### config.mk
export PLATFORM = sky130hd
export DESIGN_NAME = io_doorbell
export DESIGN_NICKNAME = d
export VERILOG_FILES = /design/src/rtl/io_doorbell_pkg.sv /design/src/rtl/io_doorbell_ctrl.sv /design/src/rtl/io_doorbell_dp.sv /design/src/rtl/io_doorbell.sv
export SDC_FILE = /design/constraint.sdc
export NUM_CORES = 1
export LEC_CHECK = 0
export CORE_UTILIZATION = 40
export CTS_BUF_LIST = sky130_fd_sc_hd__clkbuf_8 sky130_fd_sc_hd__clkbuf_16
export CTS_CLUSTER_DIAMETER = 60
export DETAILED_ROUTE_END_ITERATION = 7
export PLACE_DENSITY = 0.79
export REMOVE_ABC_BUFFERS = 1
export SLEW_MARGIN = 15
export SYNTH_ARGS = -nofsm -noshare
export SYNTH_HDL_FRONTEND = slang
export SYNTH_SLANG_ARGS = --single-unit
### constraint.sdc
create_clock -name clk -period 4.8 [get_ports clk]
set_input_delay 0.96 -clock clk [delete_from_list [all_inputs] [get_ports clk]]
set_output_delay 0.96 -clock clk [all_outputs]
set_load 0.01 [all_outputs]
### src/rtl/io_doorbell_pkg.sv
package io_doorbell_pkg;
  localparam int WIN_BYTES = 32;
  localparam int OFF_W = $clog2(WIN_BYTES);
  localparam logic [OFF_W-1:0] DOOR_OFF = OFF_W'(6);
  localparam logic [7:0] ID_B0 = 8'h1A;
  localparam logic [7:0] ID_B1 = 8'h07;
  localparam logic [7:0] ID_B2 = 8'h0B;
  localparam logic [7:0] ID_B3 = 8'hAB;
  localparam logic [7:0] MISS_DATA = 8'hFF;

  typedef struct packed {
    logic rdHit;
    logic rdDoor;
    logic wrDoor;
    logic [OFF_W-1:0] offset;
  } ctrlStrobes_t;
endpackage

### src/rtl/io_doorbell_ctrl.sv
module io_doorbell_ctrl
  import io_doorbell_pkg::*;
#(
  parameter int ADDR_W = 16
) (
  input  logic              decodeEn,
  input  logic [ADDR_W-1:0] baseAddr,
  input  logic [ADDR_W-1:0] ioAddr,
  input  logic              ioRd,
  input  logic              ioWr,
  output ctrlStrobes_t      strb
);
  localparam logic [ADDR_W-1:0] WIN_LIMIT = ADDR_W'(WIN_BYTES);

  logic [ADDR_W-1:0] delta;
  logic inWindow;
  logic isDoor;

  always_comb begin
    delta    = ioAddr - baseAddr;
    inWindow = decodeEn && (ioAddr >= baseAddr) && (delta < WIN_LIMIT);
    isDoor   = inWindow && (delta[OFF_W-1:0] == DOOR_OFF);
    strb.rdHit  = ioRd && inWindow;
    strb.rdDoor = ioRd && isDoor;
    strb.wrDoor = ioWr && isDoor;
    strb.offset = delta[OFF_W-1:0];
  end
endmodule

### src/rtl/io_doorbell_dp.sv
module io_doorbell_dp
  import io_doorbell_pkg::*;
(
  input  logic         clk,
  input  logic         rstN,
  input  ctrlStrobes_t strb,
  input  logic [7:0]   intLine,
  input  logic [7:0]   intPin,
  output logic [7:0]   rdData,
  output logic         doorFlag
);
  logic flagNext;

  always_comb begin
    flagNext = doorFlag;
    if (strb.rdDoor) flagNext = 1'b0;
    if (strb.wrDoor) flagNext = 1'b1;
  end

  always_ff @(posedge clk) begin
    if (!rstN) doorFlag <= 1'b0;
    else       doorFlag <= flagNext;
  end

  always_comb begin
    rdData = MISS_DATA;
    if (strb.rdHit) begin
      case (strb.offset)
        OFF_W'(0): rdData = ID_B0;
        OFF_W'(1): rdData = ID_B1;
        OFF_W'(2): rdData = ID_B2;
        OFF_W'(3): rdData = ID_B3;
        OFF_W'(4): rdData = intLine;
        OFF_W'(5): rdData = intPin;
        DOOR_OFF:  rdData = {7'b0, doorFlag};
        default:   rdData = 8'h00;
      endcase
    end
  end
endmodule

### src/rtl/io_doorbell.sv
module io_doorbell
  import io_doorbell_pkg::*;
#(
  parameter int ADDR_W = 16
) (
  input  logic              clk,
  input  logic              rstN,
  input  logic              decodeEn,
  input  logic [ADDR_W-1:0] baseAddr,
  input  logic [ADDR_W-1:0] ioAddr,
  input  logic              ioRd,
  input  logic              ioWr,
  input  logic [7:0]        ioWrData,
  input  logic [7:0]        intLine,
  input  logic [7:0]        intPin,
  output logic [7:0]        ioRdData,
  output logic              irqOut
);
  ctrlStrobes_t strb;
  logic unusedWr;

  assign unusedWr = ^ioWrData;

  io_doorbell_ctrl #(.ADDR_W(ADDR_W)) u_ctrl (
    .decodeEn(decodeEn), .baseAddr(baseAddr), .ioAddr(ioAddr),
    .ioRd(ioRd), .ioWr(ioWr), .strb(strb)
  );

  io_doorbell_dp u_dp (
    .clk(clk), .rstN(rstN), .strb(strb), .intLine(intLine),
    .intPin(intPin), .rdData(ioRdData), .doorFlag(irqOut)
  );
endmodule

Yosys cells after proc, flatten, opt, wreduce, memory -nomap -nowiden
Index checks and enable logic that the tools add are counted.
W data, S select, Z words.
- magnitude comparators: 2
- reduce and logical (&&, ||, !) cells: 8
- multiplexer cells: 4
- $add $sub $neg: 1
- eq/ne operators: 6
- operator list (kind ; number):
    $pmux W8 S7 ; 1
    $ge A16 B16 Y1 ; 1
    $lt A16 B6 Y1 const B ; 1
    $sub A16 B16 Y16 ; 1
    $eq A5 B3 Y1 const B ; 3
    $eq A5 B2 Y1 const B ; 2
    $mux W8 ; 1
    $logic_and A1 B1 Y1 ; 6
    $eq A5 B1 Y1 const B ; 1
    $logic_not A5 Y1 ; 1
    $mux W1 ; 2
    $reduce_bool A2 Y1 ; 1
- flip-flop bits (word level): 1
- output and inout port bits: 9

Longest topological paths before layout
Gate-level depths: netlist (run 1).
- word-level depth: 7
- depth in mapped cells: 11
- depth with buffers taken out: 11

By module
From an unflattened synthesis (run 1), not the netlist that was laid out.
- cell total of the unflattened synthesis: 179
- area total of the unflattened synthesis: 1228.7 µm²
- by module, submodules not included (module ; times used ; area each (µm²) ; cells an instance ; seq. area each (µm²)):
    io_doorbell_ctrl ; 1 ; 950.9 ; 140 ; 0.0
    io_doorbell_dp ; 1 ; 277.8 ; 39 ; 20.0

Worst setup path before layout (run 1)
Ideal clock, no wire load.
- path kind: input port to output port
- start point: input port ioAddr[0]
- end point: output port ioRdData[5]
- cell stages on the path: 11
- data required time: 3840 ps
- path slack: 467 ps
- arrival: 3373 ps
- path through: inv_1 -> ha_1 -> fa_1 -> nand2b_1 -> a21o_1 -> a211oi_1 -> nor4b_1 -> a21o_1 -> or4_4 -> nor3_2 -> o221ai_1
- word-level cells in the longest chain between the ends: 5
- elaborated cells on any way between the ends: 15
- classes of those cells: 1 x add/sub; 2 x order compare; 6 x eq/ne; 2 x mux; 4 x reduce/logical
- ends and longest elaborated chain (element ; line ; text):
    start, declared ; io_doorbell.sv:10 ; input logic [ADDR_W-1:0] ioAddr,
    $sub A16 B16 Y16 / $ge A16 B16 Y1 (equally long branches) ; io_doorbell_ctrl.sv:20, io_doorbell_ctrl.sv:21 ;
    $lt A16 B6 Y1 / $logic_and A1 B1 Y1 (equally long branches) ; io_doorbell_ctrl.sv:21 ; inWindow = decodeEn && (ioAddr >= baseAddr) && (delta < WIN_LIMIT);
    $logic_and A1 B1 Y1 ; io_doorbell_ctrl.sv:21 ;
    $logic_and A1 B1 Y1 ; io_doorbell_ctrl.sv:23 ; strb.rdHit = ioRd && inWindow;
    $mux W8 (*) ; io_doorbell_dp.sv:27 ; if (strb.rdHit) begin
    end, declared ; io_doorbell.sv:16 ; output logic [7:0] ioRdData,
Mark *: on every way between the ends. The rest lies on a longest branch, timed or not.

Worst setup path in the final report (run 1)
- start point: input port baseAddr[3]
- end point: output port ioRdData[5]
- word-level cells in the longest chain between the ends: 5
- elaborated cells on any way between the ends: 15
- classes of those cells: 1 x add/sub; 2 x order compare; 6 x eq/ne; 2 x mux; 4 x reduce/logical
- ends and longest elaborated chain (element ; line ; text):
    start, declared ; io_doorbell.sv:9 ; input logic [ADDR_W-1:0] baseAddr,
    $sub A16 B16 Y16 / $ge A16 B16 Y1 (equally long branches) ; io_doorbell_ctrl.sv:20, io_doorbell_ctrl.sv:21 ;
    $lt A16 B6 Y1 / $logic_and A1 B1 Y1 (equally long branches) ; io_doorbell_ctrl.sv:21 ;
    $logic_and A1 B1 Y1 ; io_doorbell_ctrl.sv:21 ;
    $logic_and A1 B1 Y1 ; io_doorbell_ctrl.sv:23 ;
    $mux W8 (*) ; io_doorbell_dp.sv:27 ;
Marked as above.

==> impl_results.md, run 1 <==
- Detailed-placement wirelength estimate: 3.67 mm
- DR vias/cell: 5.56
- Clock skew: 0 ns
- Floorplan row count: 20
- Netlist cell types: 55
- Final Critical Period: 4.77 ns
- Most frequent cells in the layout: buf_4, clkdlybuf4s50_1, inv_1
- Area Growth Syn to Fin: 90.7%
- Top cell type by total area after synthesis: ha_1
- Fillers: 225
- Total of max-cap violations: 0
- Worst Max-Slew Pin Slew: 0.362 ns
- First-pass GRT wire length: 7.59 mm
- Post-route ant nets: 0
- CP required: 3.84 ns
- Largest net degree at the start of global routing: 17
- Setup_tns: 0 ns
- Largest registers: u_dp.doorFlag x1
- TritonRoute pass-1 iters: 4
- Wire length per cell: 13.8 um
- Detailed-route wire length: 4.83 mm
- Pins over their slew limit: 0
- Die Height: 58.7 um
- Iteration-0 DRC Markers: 91
- Area of the multi-input gates: 0.00128 mm2
- Critical path class: input pin to output port
- Starting Density: 42.1%
- EDFF count, synth: 0
- Reg with most FFs: u_dp.doorFlag
- Area contributors post-synth: ha_1, inv_1, a21oi_1
- Cells after Synth: 198
- WP data arrival: 3.81 ns
- Worst setup EP type: output port
- # setup viols final: 0
- Clock latency at the later pin of the worst-skew pair: 0 ns
- Share of cells above drive strength 1: 31.3%
- Hold buffers post-CTS: 0
- HP Class: flop to flop
- Antenna cells: 0
- Final Hold Fails: 0
- Register area: 20.0 um2
- Final hold slack: 0.490 ns
- Number of global-route vias before repair: 1866
- Post-layout util: 80.2%
- Final Wtd Congestion: 0.897
- Fin crit share: 99.3%
- Max reg flops: 1
- Synth warnings: 0
- Die W: 58.7 um
- DRC viols: 0
- Max_slew headroom: 75.7%
- Max FO, Critical Path: 8
- Pre-CTS WS: -0.439 ns
- Post-Layout Cell Count: 351
- Buffers added on ports: 61
- Post-Syn Area per Cell: 6.49 um2
- Final WS setup: 0.0320 ns
- Fmax: 210 MHz
- IO Count: 70
- Most common cell after layout, fill and taps aside: buf_4
- Final #Nets: 387
- Worst-path clk slew: 0 ns
- Mapped Area: 0.00128 mm2
- Cell Pwr Density: 123 mW/mm2
- Cell total after placement: 349
- Status: finished, final reports clean
- Yosys top cell area share: 15.6%
- DR vias: 1952
- Initial antenna violation count: 0
- Startpoint types: input pin
- Sequential area share after synthesis: 1.56%
- DIE AREA: 0.00344 mm2
- LEAKAGE: 1.09 nW
- Core Area: 0.00305 mm2
- Asr flop ratio synth: 0%
- Synth Register Bits: 1
- Peak supply drop: 76.8 uV
- Synth Flop Type: dfxtp_1
- GRT Residual Overflow: 0
- All-Layer GR Usage: 27.3%
[metrics by stage]
stage,instance area [um2],total power [W]
after global routing,2450,0.000326
after global placement,2330,0.000262
final,2450,0.000301
after detailed placement,2330,0.000270
after floorplan,1250,0.000138
after CTS,2390,0.000283
[cell usage after synthesis (2+ instances only)]
master and n:
inv_1 21, nand2_1 20, ha_1 16, a21oi_1 15
o21ai_0 11, nor2_1 8, clkbuf_1 6, nor3_1 6
a21o_1 5, nand3_1 5, o21ai_1 5, a31oi_1 4
nand2b_1 4, nand4_1 4, o22ai_1 4, a211oi_1 3
a21boi_1 3, a21oi_2 3, and3_1 3, buf_2 3
o21a_1 3, o221ai_1 3, o41ai_1 3, or3_1 3
a21boi_0 2, mux2_2 2, nand4b_1 2, nor2b_1 2
o211a_1 2, o211ai_1 2
[layout make-up]
class                           count  share of cell area [%]
Inverter                           23                    3.52
Multi-Input combinational cell    165                    52.3
Sequential cell                     1                   0.817
Tap cell                           44                    2.25
Timing Repair Buffer              118                    41.1
[cell families (layout without fill, tap and decap cells)]
group | count (synthesis) | count (layout) | synth area share (%)
AO/OA/AOI/OAI | 77 | 77 | 40.6
XOR/XNOR | 2 | 2 | 1.36
adder cells (fa/ha/maj) | 17 | 17 | 17.1
buffers and inverters | 32 | 141 | 9.64
flip-flops | 1 | 1 | 1.56
multiplexers | 3 | 3 | 2.53
AND/OR/NAND/NOR | 66 | 66 | 27.2
[report_power, final]
part | switching [W] | internal, W | total [W]
Sequential | 0.0000000000308 | 0.00000848 | 0.00000848
Clock | 0 | 0 | 0
Combinational | 0.000132 | 0.000160 | 0.000292
Total | 0.000132 | 0.000169 | 0.000301
[routing by layer]
layer  wire (um)  GRT usage [%]
met5           0              0
met4         115           5.44
met3         317          0.879
met2        2480           54.0
met1        1910           32.4
[worst paths after layout]
| kind | startpoint | endpoint | slack (ns) | depth (start not counted) |
|---|---|---|---|---|
| hold / removal | u_dp.doorFlag | u_dp.doorFlag | 0.49 | 2 |
| hold reg to reg | u_dp.doorFlag | u_dp.doorFlag | 0.49 | 2 |
| setup reg to reg | u_dp.doorFlag | u_dp.doorFlag | 4.17 | 2 |
| setup / recovery | baseAddr[3] | ioRdData[5] | 0.03 | 13 |
[critical path, cell delays in order]
cell             delay, ns
clkdlybuf4s50_1       0.46
inv_1                 0.06
ha_4                  0.29
and3_1                0.18
a21bo_2               0.26
a21oi_4               0.20
o21a_1                0.19
o22ai_1               0.11
or4_4                 0.56
nor3_2                0.11
buf_4                 0.17
o221ai_1              0.10
buf_2                 0.15
[timing repair]
action | CTS | global route
setup endpoints to repair | 8 | 8
gates resized for setup | 40 | 19
pin swaps | 4 | 9
buffers inserted | 0 | 2
(Power assumes the default switching activity.)
==> run 2: changes to the inputs <==
--- a/config.mk
+++ b/config.mk
@@ -9,6 +9,7 @@
 export CTS_BUF_LIST = sky130_fd_sc_hd__clkbuf_8 sky130_fd_sc_hd__clkbuf_16
 export CTS_CLUSTER_DIAMETER = 60
 export DETAILED_ROUTE_END_ITERATION = 7
+export HOLD_SLACK_MARGIN = 0.12
 export PLACE_DENSITY = 0.79
 export REMOVE_ABC_BUFFERS = 1
 export SLEW_MARGIN = 15
==> constraint.sdc (replaced) <==
create_clock -name clk -period 6.2 [get_ports clk]
set_input_delay 1.24 -clock clk [delete_from_list [all_inputs] [get_ports clk]]
set_output_delay 1.24 -clock clk [all_outputs]
set_load 0.01 [all_outputs]
==> run 2 against run 1 <==
Register-to-register slack improved by 1.4 ns; final cell count fell by 15%; final area fell by 21%; clock skew did not move; critical path depth rose by 1; sequential share of layout area rose by 0.22 points; flip-flop and latch count did not move; combinational power fell by 46%; via count fell by 16%; critical endpoint unchanged; largest cell class unchanged; largest power group unchanged.
==> impl_results.md, run 2 (synthesis results as in run 1) <==
- Reg with most FFs: u_dp.doorFlag
- Detailed-placement wirelength estimate: 2.76 mm
- DP Area: 0.00194 mm2
- Cts repair resizes: 0
- Detailed-route wire length: 3.33 mm
- First-pass GRT wire length: 5.42 mm
- Cell Pwr Density: 85.2 mW/mm2
- Worst flop-to-flop path endpoint: u_dp.doorFlag
- Final Hold Fails: 0
- Post-route ant nets: 0
- Hold path depth: 2
- Clock skew: 0 ns
- Final #Nets: 333
- Share of cells above drive strength 1: 5.14%
- Setup Fix Bufs, Post-CTS: 0
- Max reg flops: 1
- Crit path max-delay family: buffers and inverters
- Buffers added on ports: 61
- Final hold slack: 0.484 ns
- Startpoint types: input pin
- Worst-path clk slew: 0 ns
- Status: finished, final reports clean
- Max_slew headroom: 64.4%
- Worst setup EP type: output port
- Fin crit share: 94.6%
- Fillers: 308
- WP data arrival: 4.63 ns
- Worst path bufs/invs: 4
- Wire length per cell: 11.2 um
- Cell area after layout: 0.00194 mm2
- CP required: 4.96 ns
- Peak supply drop: 44.0 uV
- CP peak stage delay: 0.51 ns
- Final Wtd Congestion: 0.841
- Critical path class: input pin to output port
- Worst R2R Path Depth: 2
- Hold buffers post-CTS: 0
- DIE AREA: 0.00344 mm2
- Area Growth Syn to Fin: 50.6%
- Hold path start: u_dp.doorFlag
- Setup_tns: 0 ns
- Clock latency at the later pin of the worst-skew pair: 0 ns
- Post-Layout Cell Count: 297
- Critical-path cell list: clkdlybuf4s50_1 -> inv_1 -> ha_1 -> fa_1 -> nand2b_1 -> a21o_1 -> a211oi_1 -> nor4b_1 -> a21o_1 -> or4_4 -> nor3_2 -> buf_4 -> o221ai_1 -> clkdlybuf4s50_1
- Starting Density: 42.1%
- Iteration-0 DRC Markers: 55
- Initial antenna violation count: 0
- HP Class: flop to flop
- Max FO, Critical Path: 8
- Total of max-cap violations: 0
- Worst Max-Slew Pin Slew: 0.535 ns
- LEAKAGE: 0.806 nW
- Critical R2R Launch: u_dp.doorFlag
- Fmax: 170 MHz
- Critical-path top delay cell: clkdlybuf4s50_1
- Reg2reg setup slack: 5.58 ns
- Cell total after placement: 297
- Die W: 58.7 um
- Largest net degree at the start of global routing: 18
- GRT Residual Overflow: 0
- Largest registers: u_dp.doorFlag x1
- DRC viols: 0
- Post-layout util: 63.4%
- # setup viols final: 0
- Final Critical Period: 5.87 ns
- Number of global-route vias before repair: 1398
- DR vias: 1631
- Most common cell after layout, fill and taps aside: clkdlybuf4s50_1
- Most frequent cells in the layout: clkdlybuf4s50_1, inv_1, nand2_1
- Unrepaired setup endpoints after global routing: no
- Pins over their slew limit: 0
- Die Height: 58.7 um
- TritonRoute pass-1 iters: 7
- Core Area: 0.00305 mm2
- Floorplan row count: 20
- Antenna cells: 0
- IO Count: 70
- All-Layer GR Usage: 18.8%
- DR vias/cell: 5.49
- Hold EP: u_dp.doorFlag
[run 2: changes by cell type in the layout (fill, tap and decap cells not counted), moves of 2 or more]
cell             previous run  this run
buf_2                       7         0
clkdlybuf4s50_1            50        61
a21oi_4                     2         0
ha_2                        3         0
ha_4                        3         0
dlymetal6s2s_1              3         0
a21oi_1                    12        15
ha_1                       10        16
buf_4                      57         3
[run 2: metrics by stage]
step	total power [W]	worst slack (ns)
6_report	0.000165	0.332
5_1_grt	0.000182	0.127
4_1_cts	0.000164	0.333
3_5_place_dp	0.000164	0.350
3_3_place_gp	0.000162	0.325
2_1_floorplan	0.000107	1.31
[run 2: cell type report]
class                   instances  area, um2  share of cell area [%]
repair buffers                 64        633                    32.7
well taps                      44       55.1                    2.84
inverters                      23       86.3                    4.46
flip-flops and latches          1       20.0                    1.03
multi-input cells             165       1140                    59.0
[run 2: worst max-delay path by stage]
stage | startpoint | to | slack (ns) | depth (start not counted)
floorplan | ioAddr[0] | ioRdData[5] | 1.31 | 11
global placement | ioAddr[0] | ioRdData[5] | 0.33 | 14
detailed placement | ioAddr[0] | ioRdData[7] | 0.35 | 14
CTS | ioAddr[0] | ioRdData[5] | 0.33 | 14
global route | ioAddr[0] | ioRdData[7] | 0.13 | 14
finish | ioAddr[0] | ioRdData[5] | 0.33 | 14
[run 2: power breakdown]
group	switching [W]	internal [W]	total, W
clock	0	0	0
combinational	0.0000780	0.0000803	0.000158
sequential	0.0000000000225	0.00000657	0.00000657
[run 2: per-layer routing]
| layer | part of all wire [%] | track usage (%) |
|---|---|---|
| met2 | 46 | 34.3 |
| met1 | 46 | 24.7 |
| met3 | 7.2 | 1.76 |
| met4 | 0.99 | 2.04 |
| met5 | 0 | 0 |
[run 2: tightest hold or removal path: cells and delay by family, from the launching register on]
| family | cells | cell delay, ns |
|---|---|---|
| AOI/OAI and AO/OA | 2 | 0.12 |
| DFF | 1 | 0.30 |
